File: config.mk
export PLATFORM = sky130hd
export DESIGN_NAME = sfr_top
export DESIGN_NICKNAME = d
export VERILOG_FILES = /design/src/rtl/sfr_pkg.sv /design/src/rtl/sfr_rx.sv /design/src/rtl/sfr_route.sv /design/src/rtl/sfr_tx.sv /design/src/rtl/sfr_top.sv
export SDC_FILE = /design/constraint.sdc
export NUM_CORES = 1
export LEC_CHECK = 0
export BUFFER_PORTS_ARGS = -buffer_cell sky130_fd_sc_hd__buf_2
export CAP_MARGIN = 15
export CORE_AREA = 2 2 102 104
export DETAILED_ROUTE_END_ITERATION = 10
export DIE_AREA = 0 0 104 106
export PLACE_DENSITY = 0.48
export SYNTH_ARGS = -nofsm -noshare
export SYNTH_HDL_FRONTEND = slang
export SYNTH_SLANG_ARGS = --single-unit
File: constraint.sdc
create_clock -name sclk -period 1.9 [get_ports sclk]
set_input_delay 0.095 -clock sclk [delete_from_list [all_inputs] [get_ports sclk]]
set_output_delay 0.095 -clock sclk [all_outputs]
set_load 0.01 [all_outputs]
File: src/rtl/sfr_pkg.sv
package sfr_pkg;
  typedef enum logic {RB_NORMAL = 1'b0, RB_INFO = 1'b1} rb_src_e;

  // counter width able to hold the value w (saturating edge count)
  function automatic int cnt_bits(input int w);
    return $clog2(w + 1);
  endfunction

  // pick the status word for the output shifter
  function automatic logic [63:0] status_pick(input rb_src_e sel,
                                              input logic [63:0] nrb,
                                              input logic [63:0] inf);
    return (sel == RB_INFO) ? inf : nrb;
  endfunction
endpackage

File: src/rtl/sfr_rx.sv
module sfr_rx #(
  parameter int W  = 16,
  parameter int CW = sfr_pkg::cnt_bits(W)
) (
  input  logic         sclk,
  input  logic         rst_n,
  input  logic         ce_n,
  input  logic         mosi,
  output logic         frame_done,
  output logic [W-1:0] frame_word
);
  logic [W-2:0] sh_q;
  logic [CW-1:0] bit_cnt;

  assign frame_word = {sh_q, mosi};
  assign frame_done = !ce_n && (bit_cnt == CW'(W - 1));

  always_ff @(posedge sclk or negedge rst_n) begin
    if (!rst_n) begin
      sh_q    <= '0;
      bit_cnt <= '0;
    end else if (ce_n) begin
      bit_cnt <= '0;
    end else begin
      sh_q <= frame_word[W-2:0];
      if (bit_cnt != CW'(W)) bit_cnt <= bit_cnt + 1'b1;
    end
  end


  cnt_clear_chk: assert property (@(posedge sclk) disable iff (!rst_n)
    ce_n |=> (bit_cnt == '0));


  cnt_sat_chk: assert property (@(posedge sclk) disable iff (!rst_n)
    bit_cnt <= CW'(W));
endmodule

File: src/rtl/sfr_route.sv
module sfr_route #(
  parameter int W        = 16,
  parameter int SEL_POS  = 0,
  parameter int IREQ_POS = 1
) (
  input  logic            sclk,
  input  logic            rst_n,
  input  logic            frame_done,
  input  logic [W-1:0]    frame_word,
  output logic [W-1:0]    normal_q,
  output logic [W-1:0]    config_q,
  output logic            normal_wr,
  output logic            config_wr,
  output sfr_pkg::rb_src_e rb_sel
);
  import sfr_pkg::*;

  logic to_config, to_normal;
  assign to_config = frame_done &&  frame_word[SEL_POS];
  assign to_normal = frame_done && !frame_word[SEL_POS];

  always_ff @(posedge sclk or negedge rst_n) begin
    if (!rst_n) begin
      normal_q  <= '0;
      config_q  <= '0;
      normal_wr <= 1'b0;
      config_wr <= 1'b0;
      rb_sel    <= RB_NORMAL;
    end else begin
      normal_wr <= to_normal;
      config_wr <= to_config;
      if (to_config) config_q <= frame_word;
      if (to_normal) begin
        normal_q <= frame_word;
        rb_sel   <= frame_word[IREQ_POS] ? RB_INFO : RB_NORMAL;
      end
    end
  end


  strobe_onehot_chk: assert property (@(posedge sclk) disable iff (!rst_n)
    $onehot0({normal_wr, config_wr}));


  cfg_untouched_chk: assert property (@(posedge sclk) disable iff (!rst_n)
    normal_wr |-> $stable(config_q));


  sel_change_chk: assert property (@(posedge sclk) disable iff (!rst_n)
    (rb_sel != $past(rb_sel)) |-> normal_wr);
endmodule

File: src/rtl/sfr_tx.sv
module sfr_tx #(
  parameter int W = 16
) (
  input  logic             sclk,
  input  logic             rst_n,
  input  logic             ce_n,
  input  sfr_pkg::rb_src_e rb_sel,
  input  logic [W-1:0]     normal_rb,
  input  logic [W-1:0]     info,
  output logic             miso
);
  import sfr_pkg::*;

  logic [W-1:0] sh_q;
  logic [63:0]  picked;

  assign picked = status_pick(rb_sel, 64'(normal_rb), 64'(info));
  assign miso   = sh_q[W-1];

  always_ff @(posedge sclk or negedge rst_n) begin
    if (!rst_n)    sh_q <= '0;
    else if (ce_n) sh_q <= picked[W-1:0];
    else           sh_q <= {sh_q[W-2:0], 1'b0};
  end


  shift_zero_fill_chk: assert property (@(posedge sclk) disable iff (!rst_n)
    (!ce_n && $past(!ce_n)) |-> (sh_q[0] == 1'b0));
endmodule

File: src/rtl/sfr_top.sv
module sfr_top #(
  parameter int W        = 16,
  parameter int SEL_POS  = 0,
  parameter int IREQ_POS = 1
) (
  input  logic         sclk,
  input  logic         rst_n,
  input  logic         ce_n,
  input  logic         mosi,
  output logic         miso,
  input  logic [W-1:0] normal_rb_i,
  input  logic [W-1:0] info_i,
  output logic [W-1:0] normal_reg_o,
  output logic [W-1:0] config_reg_o,
  output logic         normal_wr_o,
  output logic         config_wr_o
);
  logic             frame_done;
  logic [W-1:0]     frame_word;
  sfr_pkg::rb_src_e rb_sel;

  sfr_rx #(.W(W)) u_rx (
    .sclk(sclk), .rst_n(rst_n), .ce_n(ce_n), .mosi(mosi),
    .frame_done(frame_done), .frame_word(frame_word)
  );

  sfr_route #(.W(W), .SEL_POS(SEL_POS), .IREQ_POS(IREQ_POS)) u_route (
    .sclk(sclk), .rst_n(rst_n), .frame_done(frame_done), .frame_word(frame_word),
    .normal_q(normal_reg_o), .config_q(config_reg_o),
    .normal_wr(normal_wr_o), .config_wr(config_wr_o), .rb_sel(rb_sel)
  );

  sfr_tx #(.W(W)) u_tx (
    .sclk(sclk), .rst_n(rst_n), .ce_n(ce_n), .rb_sel(rb_sel),
    .normal_rb(normal_rb_i), .info(info_i), .miso(miso)
  );


  cfg_route_chk: assert property (@(posedge sclk) disable iff (!rst_n)
    config_wr_o |-> config_reg_o[SEL_POS]);
endmodule

**After elaboration in Yosys (flattened, before gate mapping)**

Index checks and enable logic that the tools add are counted.

- Bits in registers: 71

- Equality and inequality tests: 2
- $add $sub $neg: 1
- Multiplexer cells: 5
- Reductions and logical operators: 6

Operator list:

| operator | number |
|---|---|
| 16-bit 2-to-1 mux | 2 |
| 5-bit 2-to-1 mux | 2 |
| 5-bit by 1-bit adder with 5-bit output (second input constant) | 1 |
| 5-bit by 4-bit equality test with 1-bit output (second input constant) | 1 |
| 5-bit != test (second input constant) | 1 |
| 1-bit logical AND | 3 |
| 1-bit zero test | 2 |
| 2-bit nonzero test | 1 |
| 1-bit 2-to-1 mux | 1 |

**Depth between registers and ports, before layout**

Gate-level depths: netlist (run 1).

- Word-level depth: 3
- Gate-level depth with buffers: 6

**By module**

Synthesis (run 1) repeated with hierarchy kept, for this count alone.

- Cells, all modules: 203
- Area, all modules: 2,922.8 um2

Modules (own cells, without submodules):

| module | area each (um2) | cells each | instances |
|---|---|---|---|
| sfr_route | 1,300.0 | 73 | 1 |
| sfr_rx | 880.8 | 62 | 1 |
| sfr_tx | 742.0 | 68 | 1 |

**Least setup slack after synthesis (run 1)**

OpenSTA, ideal clock, no wires.

- Path kind: register to register
- Start: register u_rx.bit_cnt[0]
- End: register u_route.normal_q[10]
- Arrival: 1.763 ns
- Data required time: 1.775 ns
- Setup slack: 0.012 ns
- Clock period less this slack: 1.888 ns
- Cell stages (with the launch flop): 7
- Buffers on the path: 1
- Cells stage by stage: dfrtp_1 > ha_1 > and3_1 > ha_1 > nor3b_4 > buf_8 > mux2_4

- Word-level cells in the longest chain between the ends: 3

Ends and longest elaborated chain:

| item | RTL line | text |
|---|---|---|
| from (decl) | sfr_rx.sv:13 | `logic [CW-1:0] bit_cnt;` |
| from (signal assigned) | sfr_rx.sv:26 | `if (bit_cnt != CW'(W)) bit_cnt <= bit_cnt + 1'b1;` |
| 5-bit by 4-bit equality test with 1-bit output | sfr_rx.sv:16 | `assign frame_done = !ce_n && (bit_cnt == CW'(W - 1));` |
| 1-bit logical AND | sfr_rx.sv:16 |  |
| 1-bit logical AND | sfr_route.sv:20 | `assign to_normal = frame_done && !frame_word[SEL_POS];` |
| via u_route.to_normal | sfr_route.sv:18 | `logic to_config, to_normal;` |
| to (signal assigned) | sfr_route.sv:34 | `normal_q <= frame_word;` |
| to (decl) | sfr_route.sv:10 | `output logic [W-1:0] normal_q,` |

The timed path passes the listed nets, and every way through them passes these cells.
A chain may end at the register's enable or synchronous reset.

**Worst setup path after layout (run 1)**

- Start: register u_rx.bit_cnt[0]
- End: register u_route.normal_q[1]

- Word-level cells in the longest chain between the ends: 3

Ends and longest elaborated chain:

| item | RTL line |
|---|---|
| 5-bit by 4-bit equality test with 1-bit output | sfr_rx.sv:16 |
| 1-bit logical AND | sfr_rx.sv:16 |
| 1-bit logical AND | sfr_route.sv:20 |

No other way between the ends.

==> results of run 1 <==
[worst max-delay path: stages, from the launching register on]
cell	delay, ns
dfrtp_1	0.40
ha_2	0.20
and3_1	0.16
ha_2	0.20
nor3b_4	0.25
buf_6	0.19
mux2_2	0.33
[cell usage in the layout (no fill, tap or decap), types with 2 or more instances in the layout]
cell / n
dfrtp_1: 70
mux2i_1: 17
mux2_4: 16
clkbuf_8: 10
buf_2: 69
clkinv_2: 4
buf_4: 7
nand2b_1: 3
mux2_2: 31
a21oi_1: 15
nor2_1: 17
buf_6: 2
ha_2: 2
inv_1: 5
nor2b_1: 4
[through the flow]
step            util  area (sq um)  total power [mW]
2_1_floorplan      -          2910              1.94
3_3_place_gp   0.342          3420              2.09
3_5_place_dp   0.342          3420              2.09
4_1_cts        0.360          3600              3.20
5_1_grt        0.364          3640              3.32
6_report       0.364          3640              3.14
[path summary, 6_finish.rpt]
kind | endpoint | slack, ns | cells past startpoint
min in group asynchronous | u_tx.sh_q[15]$_DFF_PN0_ | 0.16 | 2
worst min-delay path | u_tx.sh_q[0]$_DFF_PN0_ | 0.04 | 3
worst max-delay path | u_route.normal_q[1]$_DFFE_PN0P_ | 0.07 | 6
max in group asynchronous | u_rx.sh_q[0]$_DFFE_PN0N_ | 1.19 | 3
worst max register to register | u_route.normal_q[1]$_DFFE_PN0P_ | 0.07 | 6
worst min register to register | u_route.config_q[0]$_DFFE_PN0P_ | 0.47 | 1
[what timing repair did]
action / in CTS / in global routing
buffers inserted: 0 / 2
hold endpoints to repair: 70 / 0
gates resized for setup: 0 / 5
hold buffers: 1 / 0
setup endpoints to repair: 0 / 15
[routing by layer]
| layer | global-route usage | wire length [um] |
|---|---|---|
| met1 | 0.134 | 2610 |
| met2 | 0.155 | 2560 |
| met3 | 0.0368 | 198 |
| met4 | 0.0463 | 100 |
| met5 | 0 | 0 |
[synth_stat cells (all sizes together)]
cell type and instances:
clkbuf 2, nand3 1, mux2 47, o21ba 1, dfrtp 70, and4bb 1
inv 5, nor3b 1, nor3 1, nand3b 1, nor2b 4, mux2i 17
nor2 17, buf 9, a21oi 15, xnor2 1, and3 1, nand2b 3
ha 3
[state kept, by name, summed over array words and instances (netlist names)]
register and cells:
u_route.config_q 16, u_route.normal_q 16, u_tx.sh_q 16, u_rx.sh_q 15, u_rx.bit_cnt 5, u_route.config_wr 1
u_route.normal_wr 1
[area by class of cell]
type | instances | area (sq um)
fillers | 1015 | 6360
flip-flops and latches | 70 | 1750
multi-input cells | 114 | 1070
repair buffers | 80 | 450
well taps | 136 | 170
clock buffers | 10 | 138
clock inverters | 6 | 36.3
inverters | 5 | 18.8
[kinds of logic after synthesis]
kind of cell | Yosys count | share of synthesized area
DFF | 70 | 0.602
muxes | 64 | 0.261
and+or+nand+nor | 30 | 0.0602
AOI/OAI and AO/OA | 16 | 0.0292
buffers and inverters | 16 | 0.0318
adders and majority gates | 3 | 0.0129
xor gates and xnor gates | 1 | 0.00301
[where the power goes]
part           total, mW  switching (mW)  internal (mW)
sequential          1.78           0.137           1.64
clock               1.08           0.572          0.505
combinational      0.278           0.112          0.166
total               3.14           0.821           2.31
==> flow_metrics.py, run 1 <==
metrics = {
    "status": {
        "outcome": "complete, no violations",
    },
    "placed_design": {
        "dp_slack_ns": 0.0660,
        "port-buffer-count": 70,
        "gp_congestion": 0.683,
        "placedCellCount": 401,
        "hpwl_mm": 3.68,
    },
    "cts": {
        "cts_tree": "yes",
        "cts-buffers-inserted": 9,
        "clkTransAtPathRegs_ns": 0.08,
        "clockRootBuffer": "clkbuf_8",
        "cts_buffer_depth": 2,
        "cts.sinks": 70,
        "clock_latency_ns": 0.34,
        "h-tree-depth": 3,
    },
    "yosys": {
        "ys_seq_area_frac": 0.602,
        "syn_area_sq_um": 2910,
        "synth_top_area_share": 0.602,
        "ys_seq_elements": 70,
        "ys_top_cells_by_area": "dfrtp_1, mux2_2, mux2_4",
        "synth_cells": 200,
        "syn_avg_cell_area_sq_um": 14.6,
        "synth_cell_types": 23,
        "synth_nets": 239,
        "yosysWarnings": 0,
        "yosys.area.top_type": "dfrtp_1",
    },
    "setup_path": {
        "reg2reg_from": "u_rx.bit_cnt[0]$_DFFE_PN0P_",
        "startpoint": "u_rx.bit_cnt[0]$_DFFE_PN0P_",
        "cp.arrival_ns": 2.06,
        "required_ns": 2.13,
        "worstSetupPathType": "flop to flop",
        "endpoint_kind": "flop",
        "path_max_fanout": 7,
        "start_kind": "flop",
    },
    "run": {
        "drv_cap": 0,
    },
    "die": {
        "row_count": 37,
        "core-area_sq_um": 10000,
        "die_w_um": 104,
        "die_h_um": 106,
        "start_util": 0.291,
        "boundaryPins": 71,
        "dieArea_sq_um": 11000,
    },
    "drt": {
        "drc": 0,
        "vias": 1732,
        "drtAntennaViolNets": 0,
        "drtIter0Drc": 45,
        "wl_per_cell_um": 13.0,
        "firstDrtPassIters": 4,
        "finalWirelength_mm": 5.48,
        "viasPerCell": 4.11,
    },
    "timing": {
        "setup_slack_ns": 0.0663,
        "hold_slack_ns": 0.0359,
        "worst_pin_slew_ns": 0.334,
        "tns_ns": 0,
        "clock_skew_ns": 0.00589,
        "hold_violations": 0,
        "drv_slew": 0,
        "setup_violations": 0,
        "post-route-period-util": 0.965,
        "slew_headroom": 0.777,
        "min_period_ns": 1.83,
        "max_freq_mhz": 545,
        "rsz0062_at_grt": "no",
    },
    "global_route": {
        "overflow": 0,
        "grt.total_usage": 0.103,
        "antenna_found_initial": 0,
        "grt_pass1_wl_mm": 8.78,
        "grt_pass1_vias": 1732,
        "grt_max_degree": 55,
    },
    "layout": {
        "num_antenna_cells": 0,
        "layout-drive-gt1-share": 0.519,
        "syn_to_final_growth_pct": 24.9,
        "nNetsFinal": 319,
        "stdcell_count": 421,
    },
    "power_and_ir_drop": {
        "p_leak_nw": 1.86,
        "p_per_area_nw_per_um2": 862,
        "vdd_drop_max_v": 0.000297,
    },
    "min_path": {
        "min_from": "normal_rb_i[0]",
        "hold_path_class": "input pin to flop",
    },
}
Note: power is estimated with default switching activity, not from simulation.
==> run 2, diff against run 1 <==
--- a/config.mk
+++ b/config.mk
@@ -13,4 +13,5 @@
 export PLACE_DENSITY = 0.48
 export SYNTH_ARGS = -nofsm -noshare
 export SYNTH_HDL_FRONTEND = slang
+export SYNTH_HIERARCHICAL = 1
 export SYNTH_SLANG_ARGS = --single-unit
==> run 2 against run 1 <==
  * Routed wire length rose by 0.77%
  * Combinational power shrank 6%
  * Clock power increased by 16%
  * Worst setup slack gained 0.036 ns
  * Worst hold slack better by 0.012 ns
==> flow_metrics.py, run 2 <==
metrics = {
    "setup_path": {
        "start_kind": "flop",
        "startpoint": "u_rx/bit_cnt[1]$_DFFE_PN0P_",
        "path_cells": "ha_2 -> and3_2 -> ha_1 -> nor2b_4 -> nor2b_4 -> buf_12 -> mux2_2",
        "rr_worst_depth": 7,
        "endpoint": "u_route/normal_q[12]$_DFFE_PN0P_",
        "cp_num_cells": 7,
        "max_stage_delay_ns": 0.36,
        "reg2reg_slack_ns": 0.10,
        "slowest_stage": "dfrtp_1",
        "path_max_fanout": 12,
        "r2r_end": "u_route/normal_q[12]$_DFFE_PN0P_",
        "endpoint_kind": "flop",
        "crit_family": "simple AND/OR/NAND/NOR gates",
        "reg2reg_from": "u_rx/bit_cnt[1]$_DFFE_PN0P_",
        "path_buf_inv": 1,
        "required_ns": 2.13,
        "cp.arrival_ns": 2.03,
        "path_common_cell": "nor2b_4",
        "worstSetupPathType": "flop to flop",
    },
    "yosys": {
        "synth_cells": 203,
        "synth_nets": 242,
        "ys_top_cells_by_area": "dfrtp_1, mux2_1, mux2_2",
        "synth_edf_count": 0,
        "synth_cell_types": 24,
        "synth_top_area_share": 0.599,
        "yosys.area.top_type": "dfrtp_1",
        "yosysMostFrequentCell": "dfrtp_1",
        "syn_avg_cell_area_sq_um": 14.4,
        "synth_commonest_cells": "dfrtp_1, mux2_1, mux2_2",
        "ys_seq_area_frac": 0.599,
        "async_reset_ff_frac": 1.00,
        "syn_area_sq_um": 2920,
        "ys_seq_elements": 70,
        "yosysWarnings": 6,
        "synth_ff_type": "dfrtp_1",
    },
    "timing": {
        "setup_slack_ns": 0.102,
        "setup_violations": 0,
        "hold_violations": 0,
        "clock_skew_ns": 0.00830,
        "drv_slew": 0,
        "hold_slack_ns": 0.0478,
        "min_period_ns": 1.80,
        "worst_pin_slew_ns": 0.564,
        "post-route-period-util": 0.946,
        "max_freq_mhz": 556,
        "slew_headroom": 0.624,
        "tns_ns": 0,
    },
    "layout": {
        "num-fill-cells": 1002,
        "design_area_sq_um": 3670,
        "layout-drive-gt1-share": 0.453,
        "final_cell_mix": "buf_2, dfrtp_1, mux2_2, mux2_1, nor2_1",
        "num_antenna_cells": 0,
        "top_regs": "u_route/config_q x16, u_route/normal_q x16, u_tx/sh_q x16",
        "nNetsFinal": 321,
        "stdcell_count": 423,
        "post-route-util": 0.367,
        "syn_to_final_growth_pct": 25.6,
    },
    "global_route": {
        "overflow": 0,
        "grt_max_degree": 71,
        "grt_pass1_wl_mm": 9.19,
        "grt.total_usage": 0.107,
        "grt_pass1_vias": 1887,
        "antenna_found_initial": 0,
    },
    "cts": {
        "clockRootBuffer": "clkbuf_8",
        "clock_latency_ns": 0.34,
        "cts.sinks": 70,
        "cts_buffer_depth": 2,
        "cts_tree": "yes",
        "cts-buffers-inserted": 9,
        "cts_setup_buffers": 0,
        "clkTransAtPathRegs_ns": 0.08,
        "h-tree-depth": 3,
    },
    "power_and_ir_drop": {
        "p_leak_nw": 1.83,
        "p_total_mw": 3.28,
        "p_per_area_nw_per_um2": 894,
        "vdd_drop_max_v": 0.000393,
    },
    "status": {
        "outcome": "complete, no violations",
    },
    "die": {
        "row_count": 37,
        "core-area_sq_um": 10000,
        "start_util": 0.292,
        "dieArea_sq_um": 11000,
        "die_h_um": 106,
        "boundaryPins": 71,
        "die_w_um": 104,
    },
    "drt": {
        "viasPerCell": 4.23,
        "firstDrtPassIters": 4,
        "drtIter0Drc": 66,
        "finalWirelength_mm": 5.52,
        "vias": 1790,
        "drtAntennaViolNets": 0,
        "drc": 0,
        "wl_per_cell_um": 13.0,
    },
    "placed_design": {
        "placed_cell_area_sq_um": 3430,
        "port-buffer-count": 70,
        "placedCellCount": 406,
        "dp_slack_ns": 0.0346,
        "hpwl_mm": 3.58,
        "gp_congestion": 0.652,
    },
    "run": {
        "drv_cap": 0,
    },
    "min_path": {
        "hold_path_class": "input pin to flop",
    },
}
==> run 2: cell type report <==
| type | count | area, sq um | area share |
|---|---|---|---|
| Sequential cell | 70 | 1750 | 0.477 |
| Clock inverter | 5 | 56.3 | 0.0153 |
| Clock buffer | 11 | 151 | 0.0412 |
| Timing Repair Buffer | 80 | 469 | 0.128 |
| Multi-Input combinational cell | 117 | 1060 | 0.288 |
| Inverter | 4 | 15.0 | 0.00409 |
| Tap cell | 136 | 170 | 0.0464 |
==> run 2: worst reg2reg max path: stages, from the launching register on <==
cell     delay (ns)
dfrtp_1        0.36
ha_2           0.19
and3_2         0.17
ha_1           0.14
nor2b_4        0.15
nor2b_4        0.19
buf_12         0.16
mux2_2         0.34
==> run 2: cell families after synthesis <==
kind of cell	synth area share
fa+ha+maj	0.0128
buf+inv	0.0449
flops	0.599
compound gates	0.0304
simple gates	0.0616
mux	0.251
==> run 2: report_power, final <==
part,internal (mW),switching (mW),leakage (nW)
clock network,0.678,0.576,0.106
registers,1.64,0.125,0.903
logic,0.141,0.119,0.822
total,2.46,0.820,1.83
==> run 2: metal layers <==
layer  track usage  share of wire
met1         0.138           0.47
met5             0              0
met2         0.165           0.48
met3        0.0325          0.038
met4        0.0521          0.019
==> run 2: timing repair <==
item | CTS | global route
gates resized for setup | 0 | 5
endpoints found under the hold margin | 70 | 0
hold buffers | 1 | 0
setup endpoints to repair | 0 | 15
==> run 2: how the worst min path moves through the flow <==
| stage | depth (start not counted) | from | end |
|---|---|---|---|
| floorplan | 0 | rst_n | u_route/config_q[0]$_DFFE_PN0P_ |
| global placement | 2 | rst_n | u_route/config_q[11]$_DFFE_PN0P_ |
| detailed placement | 2 | rst_n | u_route/config_wr$_DFF_PN0_ |
| CTS | 3 | info_i[0] | u_tx/sh_q[0]$_DFF_PN0_ |
| global route | 3 | normal_rb_i[12] | u_tx/sh_q[12]$_DFF_PN0_ |
| finish | 3 | info_i[15] | u_tx/sh_q[15]$_DFF_PN0_ |
